--- config.mk ---
export PLATFORM = sky130hd
export DESIGN_NAME = zs_event_asm
export DESIGN_NICKNAME = d
export VERILOG_FILES = /design/src/rtl/zs_asm_pkg.sv /design/src/rtl/zs_stamp_ctr.sv /design/src/rtl/zs_thresh_filt.sv /design/src/rtl/zs_event_buf.sv /design/src/rtl/zs_event_asm.sv
export SDC_FILE = /design/constraint.sdc
export NUM_CORES = 2
export LEC_CHECK = 0
export ABC_CLOCK_PERIOD_IN_PS = 8340
export BUFFER_PORTS_ARGS = -buffer_cell sky130_fd_sc_hd__buf_4
export CORE_MARGIN = 2
export CORE_UTILIZATION = 60
export CTS_CLUSTER_SIZE = 28
export DETAILED_ROUTE_END_ITERATION = 16
export PLACE_DENSITY = 0.83
export SLEW_MARGIN = 10
export SYNTH_ARGS = -nofsm -noshare
export SYNTH_HDL_FRONTEND = slang
export SYNTH_SLANG_ARGS = --single-unit
--- constraint.sdc ---
create_clock -name clk -period 8.34 [get_ports clk]
set_input_delay 1.251 -clock clk [delete_from_list [all_inputs] [get_ports clk]]
set_output_delay 1.251 -clock clk [all_outputs]
set_load 0.02 [all_outputs]
--- src/rtl/zs_asm_pkg.sv ---
package zs_asm_pkg;

    typedef enum logic [2:0] {
        ST_IDLE,
        ST_GATE,
        ST_SAMPLE,
        ST_PACK,
        ST_HEADER,
        ST_HOLD,
        ST_SEND
    } asm_state_e;

endpackage

--- src/rtl/zs_stamp_ctr.sv ---
module zs_stamp_ctr #(
    parameter int TSW = 40
) (
    input  logic           clk,
    input  logic           rst_n,
    output logic [TSW-1:0] stamp_o
);

    always_ff @(posedge clk or negedge rst_n) begin
        if (!rst_n) stamp_o <= '0;
        else        stamp_o <= stamp_o + 1'b1;
    end

endmodule

--- src/rtl/zs_thresh_filt.sv ---
module zs_thresh_filt #(
    parameter int NCH = 16,
    parameter int VW  = 12
) (
    input  logic [NCH*VW-1:0] vals_i,
    input  logic [NCH*VW-1:0] thr_i,
    output logic [NCH-1:0]    keep_o
);

    for (genvar c = 0; c < NCH; c++) begin : g_cmp
        assign keep_o[c] = vals_i[c*VW +: VW] > thr_i[c*VW +: VW];
    end

endmodule

--- src/rtl/zs_event_buf.sv ---
module zs_event_buf #(
    parameter int DEPTH = 17,
    parameter int WW    = 46,
    localparam int AW   = $clog2(DEPTH)
) (
    input  logic          clk,
    input  logic          we_i,
    input  logic [AW-1:0] waddr_i,
    input  logic [WW-1:0] wdata_i,
    input  logic [AW-1:0] raddr_i,
    output logic [WW-1:0] rdata_o
);

    logic [WW-1:0] mem [DEPTH];

    always_ff @(posedge clk) begin
        if (we_i) mem[waddr_i] <= wdata_i;
    end

    assign rdata_o = mem[raddr_i];

endmodule

--- src/rtl/zs_event_asm.sv ---
module zs_event_asm
    import zs_asm_pkg::*;
#(
    parameter int NCH     = 16,
    parameter int VW      = 12,
    parameter int TSW     = 40,
    parameter int GW      = 8,
    parameter int MIN_GAP = 100,
    localparam int WW     = 1 + $clog2(NCH + 1) + TSW
) (
    input  logic              clk,
    input  logic              rst_n,
    input  logic              trig_i,
    input  logic              integ_en_i,
    input  logic [GW-1:0]     gate_width_i,
    input  logic [NCH*VW-1:0] thresh_i,
    input  logic [NCH*VW-1:0] adc_data_i,
    input  logic              accept_i,
    input  logic              clear_i,
    input  logic              rd_ready_i,
    output logic              trig_ack_o,
    output logic              gate_o,
    output logic              sample_o,
    output logic              held_o,
    output logic              rd_valid_o,
    output logic [WW-1:0]     rd_data_o
);

    localparam int CNTW = $clog2(NCH + 1);
    localparam int IW   = $clog2(NCH);
    localparam int GAPW = $clog2(MIN_GAP + 1);
    localparam int PADW = WW - 1 - IW - VW;

    asm_state_e state, state_nx;

    logic [TSW-1:0]    ts, stamp_q;
    logic [GW-1:0]     cnt;
    logic [GAPW-1:0]   gap;
    logic              integ_q, ack_q;
    logic [NCH*VW-1:0] vals_q;
    logic [NCH-1:0]    keep_now, keep_q;
    logic [IW-1:0]     idx;
    logic [CNTW-1:0]   nkeep, rptr;
    logic              trig_take;

    logic              buf_we;
    logic [CNTW-1:0]   buf_waddr;
    logic [WW-1:0]     buf_wdata;

    zs_stamp_ctr #(.TSW(TSW)) u_stamp (
        .clk     (clk),
        .rst_n   (rst_n),
        .stamp_o (ts)
    );

    zs_thresh_filt #(.NCH(NCH), .VW(VW)) u_filt (
        .vals_i (adc_data_i),
        .thr_i  (thresh_i),
        .keep_o (keep_now)
    );

    zs_event_buf #(.DEPTH(NCH + 1), .WW(WW)) u_buf (
        .clk     (clk),
        .we_i    (buf_we),
        .waddr_i (buf_waddr),
        .wdata_i (buf_wdata),
        .raddr_i (rptr),
        .rdata_o (rd_data_o)
    );

    assign trig_take = (state == ST_IDLE) && trig_i && (gap == '0);

    // next-state logic
    always_comb begin
        state_nx = state;
        unique case (state)
            ST_IDLE:   if (trig_take) state_nx = ST_GATE;
            ST_GATE:   if (cnt == '0) state_nx = ST_SAMPLE;
            ST_SAMPLE: state_nx = ST_PACK;
            ST_PACK:   if (idx == IW'(NCH - 1)) state_nx = ST_HEADER;
            ST_HEADER: state_nx = ST_HOLD;
            ST_HOLD: begin
                if (clear_i)       state_nx = ST_IDLE;
                else if (accept_i) state_nx = ST_SEND;
            end
            ST_SEND:   if (rd_ready_i && (rptr == nkeep)) state_nx = ST_IDLE;
            default:   state_nx = ST_IDLE;
        endcase
    end

    // state register
    always_ff @(posedge clk or negedge rst_n) begin
        if (!rst_n) state <= ST_IDLE;
        else        state <= state_nx;
    end

    // datapath registers
    always_ff @(posedge clk or negedge rst_n) begin
        if (!rst_n) begin
            stamp_q <= '0;
            cnt     <= '0;
            gap     <= '0;
            integ_q <= 1'b0;
            ack_q   <= 1'b0;
            vals_q  <= '0;
            keep_q  <= '0;
            idx     <= '0;
            nkeep   <= '0;
            rptr    <= '0;
        end else begin
            ack_q <= trig_take;
            if (trig_take) begin
                stamp_q <= ts;
                integ_q <= integ_en_i;
                cnt     <= (gate_width_i == '0) ? '0 : gate_width_i - 1'b1;
                idx     <= '0;
                nkeep   <= '0;
                gap     <= GAPW'(MIN_GAP - 1);
            end else if (gap != '0) begin
                gap <= gap - 1'b1;
            end
            case (state)
                ST_GATE:   if (cnt != '0) cnt <= cnt - 1'b1;
                ST_SAMPLE: begin
                    vals_q <= adc_data_i;
                    keep_q <= keep_now;
                end
                ST_PACK: begin
                    idx <= idx + 1'b1;
                    if (keep_q[idx]) nkeep <= nkeep + 1'b1;
                end
                ST_HOLD:   rptr <= '0;
                ST_SEND:   if (rd_ready_i) rptr <= rptr + 1'b1;
                default: ;
            endcase
        end
    end

    // outputs
    always_comb begin
        trig_ack_o = ack_q;
        gate_o     = 1'b0;
        sample_o   = 1'b0;
        held_o     = 1'b0;
        rd_valid_o = 1'b0;
        buf_we     = 1'b0;
        buf_waddr  = nkeep + 1'b1;
        buf_wdata  = {1'b0, {PADW{1'b0}}, idx, vals_q[idx*VW +: VW]};
        unique case (state)
            ST_IDLE:   ;
            ST_GATE:   gate_o = integ_q;
            ST_SAMPLE: sample_o = 1'b1;
            ST_PACK:   buf_we = keep_q[idx];
            ST_HEADER: begin
                buf_we    = 1'b1;
                buf_waddr = '0;
                buf_wdata = {1'b1, nkeep, stamp_q};
            end
            ST_HOLD:   held_o = 1'b1;
            ST_SEND:   rd_valid_o = 1'b1;
            default:   ;
        endcase
    end

endmodule

==> impl_metrics.json <==
{
  "worstPathMaxFanout": 97,
  "initial_core_util_pct": 60.36,
  "start_kind": "flop",
  "worstReg2RegStart": "state[2]",
  "worstHoldPathCells": 2,
  "synthesis.area_mm2": 0.04940,
  "numPlacedInstances": 4775,
  "achievable-frequency_mhz": 192.4,
  "dp_hpwl_um": 87240,
  "final_wirelength_um": 142800,
  "r2r-end": "u_buf.mem[9][8]",
  "max_cap_violations": 0,
  "sw_frac_of_total_pct": 21.05,
  "synth_nets": 3973,
  "post-synth-top-area-fraction_pct": 47.53,
  "fillerInstances": 5126,
  "clock-sinks": 1104,
  "count_of_placed_standard_cells_in_the_final_layout_fillers_left_out": 4974,
  "antenna_violations_before_repair": 10,
  "gr-total-overflow": 0,
  "number_of_levels_the_h_tree_was_split_into": 3,
  "worstSetupStartpoint": "rptr[0]",
  "regToRegSetupSlack_ns": 3.75,
  "ys_dominant_reg_cell": "edfxtp_1",
  "fraction_of_final_layout_cells_with_drive_strength_greater_than_1_pct": 26.74,
  "fin_setup_tns_ns": 0,
  "finalSetupViolations": 0,
  "largest_net_degree_at_the_start_of_global_routing": 101,
  "synthTopCellsByArea": "edfxtp_1, dfrtp_1, mux4_2",
  "status": "complete, no violations",
  "gp_congestion": 0.9194,
  "cts_root_buffer": "clkbuf_16",
  "finalCritPeriodShare_pct": 62.33,
  "post_synth_num_cell_types": 61,
  "share_clk_of_total_power_pct": 44.6,
  "power_leakage_uw": 0.02184,
  "cts_buffer_depth": 3,
  "largest_voltage_drop_on_the_vdd_net_uv": 260.8,
  "grt_first_pass_wirelength_um": 210700,
  "via_count": 31850,
  "drtAntennaViolNets": 0,
  "hold_path_class": "reg -> reg",
  "cell_type_with_the_highest_aggregate_area_in_the_netlist": "edfxtp_1",
  "clk-insertion-delay-late_ns": 0.71,
  "post_synth_mux_area_share_pct": 14.55,
  "synth_simple_gate_area_share_pct": 9.303,
  "placedInstanceArea_mm2": 0.05391,
  "final_design_area_no_fill_mm2": 0.05760,
  "cts.repair_timing.setup_buffer_count": 0,
  "p_comb_share_pct": 4.1,
  "cts_tree": "yes",
  "report.final.slew_viol_count": 0,
  "first_global_vias": 32514,
  "postSynthAreaPerCell_um2": 14.65,
  "final_nets": 4412,
  "cts_buffers": 104,
  "asyncSetResetFlopFracSynth_pct": 29.17,
  "power_consumption_uw": 11420,
  "yosys-top-cells-count": "edfxtp_1, nand2_1, dfrtp_1, mux4_2, inv_1",
  "slew_headroom_pct": 20.56,
  "share_seq_of_total_power_pct": 51.2,
  "io_pins": 450,
  "gr-usage-all-layers_pct": 34.15,
  "numPortBuffers": 449,
  "post_synth_xor_area_fraction_pct": 1.028,
  "critPathArrivalTime_ns": 3.95,
  "worst-slew-pin-transition_ns": 1.192,
  "combinational_family_with_the_most_area_after_synthesis": "multiplexers",
  "cellInternalPower_uw": 9019,
  "drt_iter0_drc": 4138,
  "final_util_pct": 70.38,
  "adder_and_majority_gate_portion_of_the_synthesized_area_pct": 5.116,
  "synth-seq-cells": 1104,
  "floorplan.rows": 105,
  "rsz_0062_raised_after_global_routing": "no",
  "route.detailed.wl_per_inst_um": 28.70,
  "crit_path_end_kind": "output pin",
  "cts_hold_buffers": 0,
  "dr.pass1.iters": 8,
  "clk_pin_slew_ns": 0.07,
  "layout_min_cycle_time_ns": 5.198,
  "worst_ep_required_time_ns": 7.09,
  "core_region_area_mm2": 0.08185,
  "setup.worst_path.class": "reg -> out",
  "timing.clock.skew_ns": 0.06708,
  "postSynthCellCount": 3372,
  "floorplan.die_area_mm2": 0.08465,
  "post_cts_resized": 0,
  "rr_worst_depth": 7,
  "crit_path_end": "rd_data_o[35]",
  "synth_compound_gate_area_share_pct": 3.125,
  "post_drt_via_cell_ratio": 6.403,
  "synth-edff-count": 782,
  "detail_route.drc_violations": 0,
  "power.density_mw_per_mm2": 198.3,
  "ys_seq_area_share_pct": 63.85,
  "die-height_um": 290.9,
  "synth_most_common_cell": "edfxtp_1",
  "layout-area-overhead-vs-synth_pct": 16.60,
  "yosysWarnings": 0,
  "power_dissipated_by_switching_net_loads_uw": 2405,
  "die_width_um": 290.9,
  "timing_hold_violations_final": 0
}
-- cells by family after synthesis --
group | count (synthesis)
adders and majority gates | 202
muxes | 348
DFF | 1104
buffers and inverters | 372
xor gates and xnor gates | 58
and+or+nand+nor | 1050
AOI/OAI and AO/OA | 238
-- state kept, by name, summed over array words and instances, names as in the netlist --
register,flops
vals_q,192
rptr,5
cnt,8
trig_ack_o,1
u_buf.mem,782
stamp_q,40
u_stamp.stamp_o,40
integ_q,1
idx,4
state,3
gap,7
nkeep,5
keep_q,16
-- metal layers --
| metal | global-route usage, % | up-vias | wire length, um |
|---|---|---|---|
| met5 | 0 | - | 69 |
| met4 | 16.01 | 10 | 8208 |
| met3 | 6.116 | 454 | 12900 |
| met2 | 57.95 | 2118 | 71770 |
| met1 | 43.10 | 15955 | 49810 |
| li1 | - | 13313 | - |
-- power groups by stage --
stage | clock (uW) | combinational (uW) | sequential [uW]
global route | 5320 | 527 | 5850
finish | 5100 | 473 | 5850
CTS | 5120 | 473 | 5850
detailed placement | 0 | 470 | 5970
floorplan | 0 | 196 | 5960
global placement | 0 | 461 | 5970
-- cell type report --
cell class / count / area, um2 / area share [%]
inverters: 213 / 804.5 / 1.397
clock buffers: 139 / 2879 / 4.998
clock inverters: 57 / 805.8 / 1.399
diodes: 3 / 7.507 / 0.01303
repair buffers: 492 / 3714 / 6.447
well taps: 1070 / 1339 / 2.324
multi-input cells: 1896 / 16490 / 28.63
flip-flops and latches: 1104 / 31560 / 54.79
-- per-stage QoR --
step           setup WS, ns  hold slack [ns]
2_1_floorplan         1.656           0.4268
3_3_place_gp          3.997           0.4487
3_5_place_dp          3.872           0.4547
4_1_cts               3.034           0.4698
5_1_grt               2.957           0.4878
6_report              3.142           0.4687
-- critical path: stages, from the launching register on --
cell and delay (ns):
dfrtp_4 0.84, buf_12 0.60, mux4_2 0.65, mux4_2 0.49
mux2_2 0.32, buf_4 0.17
-- layout by cell type, fill, tap and decap left out, types with 17 or more instances in the layout --
| cell type | count |
|---|---|
| a21oi_1 | 41 |
| clkbuf_1 | 21 |
| inv_1 | 211 |
| ha_1 | 202 |
| nand2_1 | 746 |
| nand4_1 | 51 |
| xor2_1 | 20 |
| mux4_2 | 291 |
| o21ai_0 | 75 |
| mux2_2 | 49 |
| nor2_1 | 51 |
| edfxtp_1 | 782 |
| clkbuf_16 | 105 |
| and3_1 | 32 |
| nor2b_1 | 31 |
| xnor2_1 | 38 |
| a21o_1 | 36 |
| buf_4 | 490 |
| or2_2 | 17 |
| dfrtp_1 | 315 |
| and4_1 | 20 |
| o21a_1 | 34 |
| nand3_1 | 38 |
-- worst min path at each step --
stage / start / endpoint / slack [ns]
2_1_floorplan: u_stamp.stamp_o[0] / u_stamp.stamp_o[0] / 0.43
3_3_place_gp: stamp_q[26] / stamp_q[26] / 0.45
3_5_place_dp: integ_q / integ_q / 0.45
4_1_cts: integ_q / integ_q / 0.47
5_1_grt: vals_q[153] / vals_q[153] / 0.49
6_report: vals_q[163] / vals_q[163] / 0.47
(Power assumes the default switching activity.)
